### src/rtl/irqx_pkg.sv
package irqx_pkg;
    localparam int unsigned IRQX_GROUPS = 12;
    localparam int unsigned IRQX_LINES  = 8;

    // control registers placed after the per-group flag and enable blocks
    typedef enum int unsigned {
        CTL_ACK  = 0,
        CTL_CPUF = 1,
        CTL_CPUE = 2,
        CTL_MASK = 3
    } irqx_ctl_e;
endpackage

### src/rtl/irqx_lsb.sv
module irqx_lsb #(
    parameter int unsigned W  = 8,
    localparam int unsigned IW = (W > 1) ? $clog2(W) : 1
) (
    input  logic [W-1:0]  vec,
    output logic          any,
    output logic [IW-1:0] idx
);
    always_comb begin
        idx = '0;
        for (int i = W - 1; i >= 0; i--) begin
            if (vec[i]) idx = IW'(i);
        end
        any = |vec;
    end
endmodule

### src/rtl/irqx_group.sv
module irqx_group #(
    parameter int unsigned W  = 8,
    localparam int unsigned IW = (W > 1) ? $clog2(W) : 1
) (
    input  logic          clk,
    input  logic          rst_n,
    input  logic [W-1:0]  src,
    input  logic          set_wr,
    input  logic          en_wr,
    input  logic [W-1:0]  wdata,
    input  logic          clr,
    input  logic [IW-1:0] clr_idx,
    output logic [W-1:0]  flag,
    output logic [W-1:0]  en,
    output logic          pend,
    output logic [IW-1:0] pend_idx
);
    typedef struct packed {
        logic [W-1:0] flag;
        logic [W-1:0] en;
    } grp_st_t;

    grp_st_t st_d, st_q;
    logic [W-1:0] clr_mask;

    always_comb begin
        clr_mask = '0;
        if (clr) clr_mask[clr_idx] = 1'b1;
        st_d = st_q;
        // set sources win over the clear so no arriving pulse is dropped
        st_d.flag = (st_q.flag & ~clr_mask) | src | (set_wr ? wdata : '0);
        if (en_wr) st_d.en = wdata;
        if (!rst_n) st_d = '0;
    end

    always_ff @(posedge clk) begin
        st_q <= st_d;
    end

    assign flag = st_q.flag;
    assign en   = st_q.en;

    irqx_lsb #(.W(W)) pick_i (
        .vec (st_q.flag & st_q.en),
        .any (pend),
        .idx (pend_idx)
    );
endmodule

### src/rtl/irq_expander.sv
module irq_expander
    import irqx_pkg::*;
#(
    parameter int unsigned NUM_GRP = IRQX_GROUPS,
    parameter int unsigned GRP_W   = IRQX_LINES,
    localparam int unsigned GW     = $clog2(NUM_GRP),
    localparam int unsigned IW     = $clog2(GRP_W),
    localparam int unsigned AW     = $clog2(2 * NUM_GRP + 4),
    localparam int unsigned DATA_W = (NUM_GRP > GRP_W) ? NUM_GRP : GRP_W
) (
    input  logic                       clk,
    input  logic                       rst_n,
    input  logic [NUM_GRP*GRP_W-1:0]   irq_in,
    input  logic                       reg_wr,
    input  logic [AW-1:0]              reg_addr,
    input  logic [DATA_W-1:0]          reg_wdata,
    output logic [DATA_W-1:0]          reg_rdata,
    output logic                       cpu_irq,
    output logic [GW-1:0]              vec_grp,
    output logic [IW-1:0]              vec_idx,
    input  logic                       cpu_take
);
    localparam int unsigned EN_BASE = NUM_GRP;
    localparam int unsigned CTL_BASE = 2 * NUM_GRP;
    localparam logic [AW-1:0] A_ACK  = AW'(CTL_BASE + CTL_ACK);
    localparam logic [AW-1:0] A_CPUF = AW'(CTL_BASE + CTL_CPUF);
    localparam logic [AW-1:0] A_CPUE = AW'(CTL_BASE + CTL_CPUE);
    localparam logic [AW-1:0] A_MASK = AW'(CTL_BASE + CTL_MASK);

    typedef struct packed {
        logic [NUM_GRP-1:0] cpu_flag;
        logic [NUM_GRP-1:0] cpu_en;
        logic [NUM_GRP-1:0] ack;
        logic               gmask;
    } top_st_t;

    top_st_t st_d, st_q;

    logic [GRP_W-1:0]   grp_flag [NUM_GRP];
    logic [GRP_W-1:0]   grp_en   [NUM_GRP];
    logic [IW-1:0]      grp_idx  [NUM_GRP];
    logic [NUM_GRP-1:0] grp_pend;
    logic [NUM_GRP-1:0] grp_clr;
    logic [NUM_GRP-1:0] fwd;
    logic               line_any;
    logic [GW-1:0]      line_idx;
    logic               take_ok;

    // per-group input stage
    for (genvar g = 0; g < NUM_GRP; g++) begin : g_grp
        irqx_group #(.W(GRP_W)) grp_i (
            .clk      (clk),
            .rst_n    (rst_n),
            .src      (irq_in[g*GRP_W +: GRP_W]),
            .set_wr   (reg_wr && (reg_addr == AW'(g))),
            .en_wr    (reg_wr && (reg_addr == AW'(EN_BASE + g))),
            .wdata    (reg_wdata[GRP_W-1:0]),
            .clr      (grp_clr[g]),
            .clr_idx  (vec_idx),
            .flag     (grp_flag[g]),
            .en       (grp_en[g]),
            .pend     (grp_pend[g]),
            .pend_idx (grp_idx[g])
        );
        assign grp_clr[g] = take_ok && (line_idx == GW'(g));
    end

    // line stage arbitration
    irqx_lsb #(.W(NUM_GRP)) line_pick_i (
        .vec (st_q.cpu_flag & st_q.cpu_en),
        .any (line_any),
        .idx (line_idx)
    );

    assign cpu_irq = line_any && !st_q.gmask;
    assign vec_grp = line_idx;
    assign take_ok = cpu_take && cpu_irq;
    assign fwd     = grp_pend & ~st_q.ack;

    always_comb begin
        vec_idx = '0;
        for (int g = 0; g < NUM_GRP; g++) begin
            if (line_idx == GW'(g)) vec_idx = grp_idx[g];
        end
    end

    always_comb begin
        st_d = st_q;
        st_d.cpu_flag = (st_q.cpu_flag & ~grp_clr) | fwd
                      | ((reg_wr && reg_addr == A_CPUF) ? reg_wdata[NUM_GRP-1:0] : '0);
        st_d.ack      = (st_q.ack & ~((reg_wr && reg_addr == A_ACK) ? reg_wdata[NUM_GRP-1:0] : '0))
                      | fwd;
        if (reg_wr && reg_addr == A_CPUE) st_d.cpu_en = reg_wdata[NUM_GRP-1:0];
        if (reg_wr && reg_addr == A_MASK) st_d.gmask  = reg_wdata[0];
        if (!rst_n) begin
            st_d       = '0;
            st_d.gmask = 1'b1;
        end
    end

    always_ff @(posedge clk) begin
        st_q <= st_d;
    end

    // read path
    always_comb begin
        reg_rdata = '0;
        for (int g = 0; g < NUM_GRP; g++) begin
            if (reg_addr == AW'(g))           reg_rdata[GRP_W-1:0] = grp_flag[g];
            if (reg_addr == AW'(EN_BASE + g)) reg_rdata[GRP_W-1:0] = grp_en[g];
        end
        if (reg_addr == A_ACK)  reg_rdata[NUM_GRP-1:0] = st_q.ack;
        if (reg_addr == A_CPUF) reg_rdata[NUM_GRP-1:0] = st_q.cpu_flag;
        if (reg_addr == A_CPUE) reg_rdata[NUM_GRP-1:0] = st_q.cpu_en;
        if (reg_addr == A_MASK) reg_rdata[0]           = st_q.gmask;
    end
endmodule

### config.mk
export PLATFORM = sky130hd
export DESIGN_NAME = irq_expander
export DESIGN_NICKNAME = d
export VERILOG_FILES = /design/src/rtl/irqx_pkg.sv /design/src/rtl/irqx_lsb.sv /design/src/rtl/irqx_group.sv /design/src/rtl/irq_expander.sv
export SDC_FILE = /design/constraint.sdc
export NUM_CORES = 1
export LEC_CHECK = 0
export ABC_AREA = 1
export BUFFER_PORTS_ARGS = -buffer_cell sky130_fd_sc_hd__buf_2
export CAP_MARGIN = 10
export CORE_UTILIZATION = 54
export DETAILED_ROUTE_END_ITERATION = 8
export PLACE_DENSITY = 0.8
export SKIP_CTS_REPAIR_TIMING = 1
export SYNTH_ARGS = -nofsm -noshare
export SYNTH_HDL_FRONTEND = slang
export SYNTH_SLANG_ARGS = --single-unit
export TNS_END_PERCENT = 100
### constraint.sdc
create_clock -name clk -period 2.3 [get_ports clk]
set_input_delay 0.345 -clock clk [delete_from_list [all_inputs] [get_ports clk]]
set_output_delay 0.345 -clock clk [all_outputs]
set_load 0.02 [all_outputs]
==> results.yml <==
run_status:
  outcome: "finished, violations left"
  violations: "negative setup slack"
final_layout:
  design_area_um2: 17600
  drive_gt1_share_pct: 27.3
  fin_util_pct: 77.2
  area_growth_pct: 39.4
  fin_nets: 2493
critical_path:
  crit_chain: "nand2_2 > inv_1 > nand2_1 > nand2_1 > nand2_1 > nand2_1 > nand2_1 > nand2_1 > nand2_1 > nand2_1 > nand2_1 > nand2_2 > nand2_4 > buf_6 > nor2_2 > inv_2 > nor2_4 > buf_6 > nand4_1 > nand4_1 > nor2_2 > nand4_4 > buf_12 > buf_6"
  critPathMostFrequentCell: "nand2_1"
  endpoint_kind: "primary output"
  cp-startpoint: "st_q[36]$_SDFF_PN0_"
  cp.depth: 24
  cp-start-kind: "register"
  criticalPathCategory: "reg -> out"
  cp_slowest_cell: "dfxtp_2"
  cp.arrival_ps: 3260
  worstReg2RegEnd: "g_grp[5].grp_i.flag[1]$_SDFF_PN0_"
  critPathMaxStageDelay_ps: 330
  cp-endpoint: "vec_idx[1]"
  critPathRequiredTime_ps: 1960
  r2r_start: "st_q[36]$_SDFF_PN0_"
  reg2reg_depth: 29
  path_buf_inv: 6
  path_max_fanout: 7
  r2r_slack_ps: -1170
  cp_top_family: "simple AND/OR/NAND/NOR gates"
pwr:
  p_switching_mw: 2.78
  powerDensity_nw_per_um2: 580
  total_leakage_power_nw: 8.05
  p_int_mw: 7.46
  share_seq_of_total_power_pct: 42.0
  pwr-share-clk_pct: 44.8
  switching_share_pct: 27.2
  pwr-share-comb_pct: 13.2
  peakVddDrop_mv: 0.745
place:
  placed_area_um2: 15900
  gp_congestion: 1.07
  dpl.hpwl_um: 43200
  pre_cts_ws_ps: -1160
  port_buffers: 136
global_routing:
  grt_pass1_wl_um: 88700
  grt_overflow: 0
  track_usage_pct: 48.7
  grt_pass1_vias: 15600
  grt_start_max_net_pins: 98
  grt_antenna_before_repair: 5
clock_network:
  cts.sinks: 229
  clock_latency_ps: 560
  htree_levels: 1
  tritoncts: "done"
  cts-root-buf: "clkbuf_16"
  cts_buffer_depth: 3
  clkTransAtPathRegs_ps: 60
  cts_buffers: 26
die:
  num_rows: 55
  die_area_um2: 24100
  io_pins: 137
  start_util_pct: 55.4
  die_w_um: 155
  die_h_um: 155
  core_um2: 22800
detailed_routing:
  drtIter0Drc: 2695
  vias_per_cell: 6.33
  vias: 17200
  wl_per_cell_um: 23.7
  route.detailed.drc: 0
  first_pass_iters: 8
  ant_nets: 0
  routed_wl_um: 64200
yosys:
  yosysWarnings: 0
  dominantRegCellSynth: "dfxtp_1"
  synthCells: 1960
  async_flop_share_pct: 0
  synth_fp_nets: 2077
  ys_seq_area_share_pct: 36.2
  netlist.area_leader.share_pct: 36.2
  ys_types: 44
  yosysTopAreaCell: "dfxtp_1"
  synth_seq_cells: 229
  synth_edf_count: 0
  syn_area_per_cell_um2: 6.46
  ys_top_cells_by_area: "dfxtp_1, nand2_1, a21oi_1"
  syn_area_um2: 12700
timing:
  setup_violations: 110
  maxSlewViolCount: 0
  skew_ps: 26.9
  hold_viol: 0
  tns_ps: -102500
  fin_crit_ps: 3600
  max_freq_ghz: 0.277
  tightest_slew_ps: 1180
  worst_slack_ps: -1300
  min_period_over_period_pct: 157
  rsz0062_at_grt: "yes"
  slew_headroom_pct: 21.0
hold_path:
  holdCritPathClass: "in -> reg"
run:
  maxCapViolCount: 0
## synth_stat cells (2+ instances only)
library cell and count:
a32oi_1 5, clkbuf_1 63, nor3_2 3, nand3b_1 3, o211ai_1 2, a31o_2 6
nand2_2 3, inv_2 3, buf_2 13, nand3_1 96, o21ai_0 129, nor2_2 4
nor3_1 7, a22oi_1 2, buf_6 11, nor2_1 156, a21o_1 2, a21oi_1 267
nand2_1 547, o31ai_1 2, or2_2 2, inv_1 174, and3_1 2, dfxtp_1 229
a21boi_0 3, nand4_1 116, a31oi_1 17, o21bai_1 62, mux2i_1 5, clkinv_1 9
nor2_4 4
## worst register-to-register path: cells and delay by family, from the launching register on
| family | cells | cell delay, ps |
|---|---|---|
| AND/OR/NAND/NOR | 21 | 2090 |
| buffers and inverters | 7 | 870 |
| flip-flops | 1 | 330 |
| AO/OA/AOI/OAI | 1 | 70 |
## registers in the layout, summed over array words and instances, names as in the netlist
| register | count |
|---|---|
| g_grp.grp_i.en | 96 |
| g_grp.grp_i.flag | 96 |
| st_q | 37 |
## cell usage in the layout, fill, tap and decap left out, types with 5 or more instances in the layout
cell	n
nand2_1	532
buf_4	300
a21oi_1	246
dfxtp_1	220
inv_1	165
buf_2	128
o21ai_0	125
nor2_1	121
nand4_1	116
nand3_1	90
o21bai_1	62
clkbuf_16	33
nor2_2	29
a21oi_2	21
buf_6	21
buf_12	19
a31oi_1	17
nand2_2	15
nor2_4	14
inv_2	10
clkbuf_8	10
dfxtp_2	9
clkinv_1	8
a31o_2	6
nor3_1	5
nand3_2	5
a32oi_1	5
clkbuf_1	5
## worst min path at each step
stage                                            from                                end  slack (ps)  cells past startpoint
floorplan           g_grp[3].grp_i.en[1]$_SDFFE_PN0P_  g_grp[3].grp_i.en[1]$_SDFFE_PN0P_         440                      2
global placement    g_grp[5].grp_i.en[2]$_SDFFE_PN0P_  g_grp[5].grp_i.en[2]$_SDFFE_PN0P_         460                      2
detailed placement  g_grp[5].grp_i.en[2]$_SDFFE_PN0P_  g_grp[5].grp_i.en[2]$_SDFFE_PN0P_         460                      2
CTS                                        irq_in[18]  g_grp[2].grp_i.flag[2]$_SDFF_PN0_          50                      3
global route                               irq_in[18]  g_grp[2].grp_i.flag[2]$_SDFF_PN0_          70                      3
finish                                     irq_in[18]  g_grp[2].grp_i.flag[2]$_SDFF_PN0_          50                      3
## layer usage
| layer | GRT usage, % | wire, um | vias up | part of all wire [%] |
|---|---|---|---|---|
| li1 | - | - | 7403 | - |
| met1 | 63.8 | 23200 | 7827 | 36 |
| met2 | 73.3 | 26100 | 1539 | 41 |
| met3 | 11.4 | 9790 | 404 | 15 |
| met4 | 28.4 | 5110 | 2 | 8.0 |
| met5 | 0 | 17 | - | 0.026 |
## power by group through the flow
stage	logic, mW	registers (mW)	clock network, mW
floorplan	0.542	4.31	0
global placement	1.13	4.36	0
detailed placement	1.16	4.37	0
CTS	1.17	4.28	4.54
global route	1.39	4.31	4.70
finish	1.35	4.30	4.59
## logic make-up (layout without fill, tap and decap cells)
group	count (synthesis)	count (layout)	synth area share, %
AO/OA/AOI/OAI	501	501	21.9
AND/OR/NAND/NOR	950	950	32.6
flip-flops	229	229	36.2
other	0	4	0
buffers and inverters	275	710	8.95
multiplexers	5	5	0.395
## final cells by class
type / count / area [um2]
Multi-Input combinational cell: 1456 / 7310
Fill cell: 1699 / 5200
Sequential cell: 229 / 4600
Timing Repair Buffer: 476 / 3690
Clock buffer: 42 / 832
Inverter: 187 / 713
Tap cell: 313 / 392
Clock inverter: 5 / 106
Antenna cell: 4 / 10.0
## stage by stage
step                power (mW)  std cells  hold slack [ps]
global placement          5.49       2630              459
floorplan                 4.86       1960              445
finish                    10.2       2712             53.7
global route              10.4       2710             67.9
CTS                       9.99       2677             52.7
detailed placement        5.53       2630              463
(Power assumes the default switching activity.)
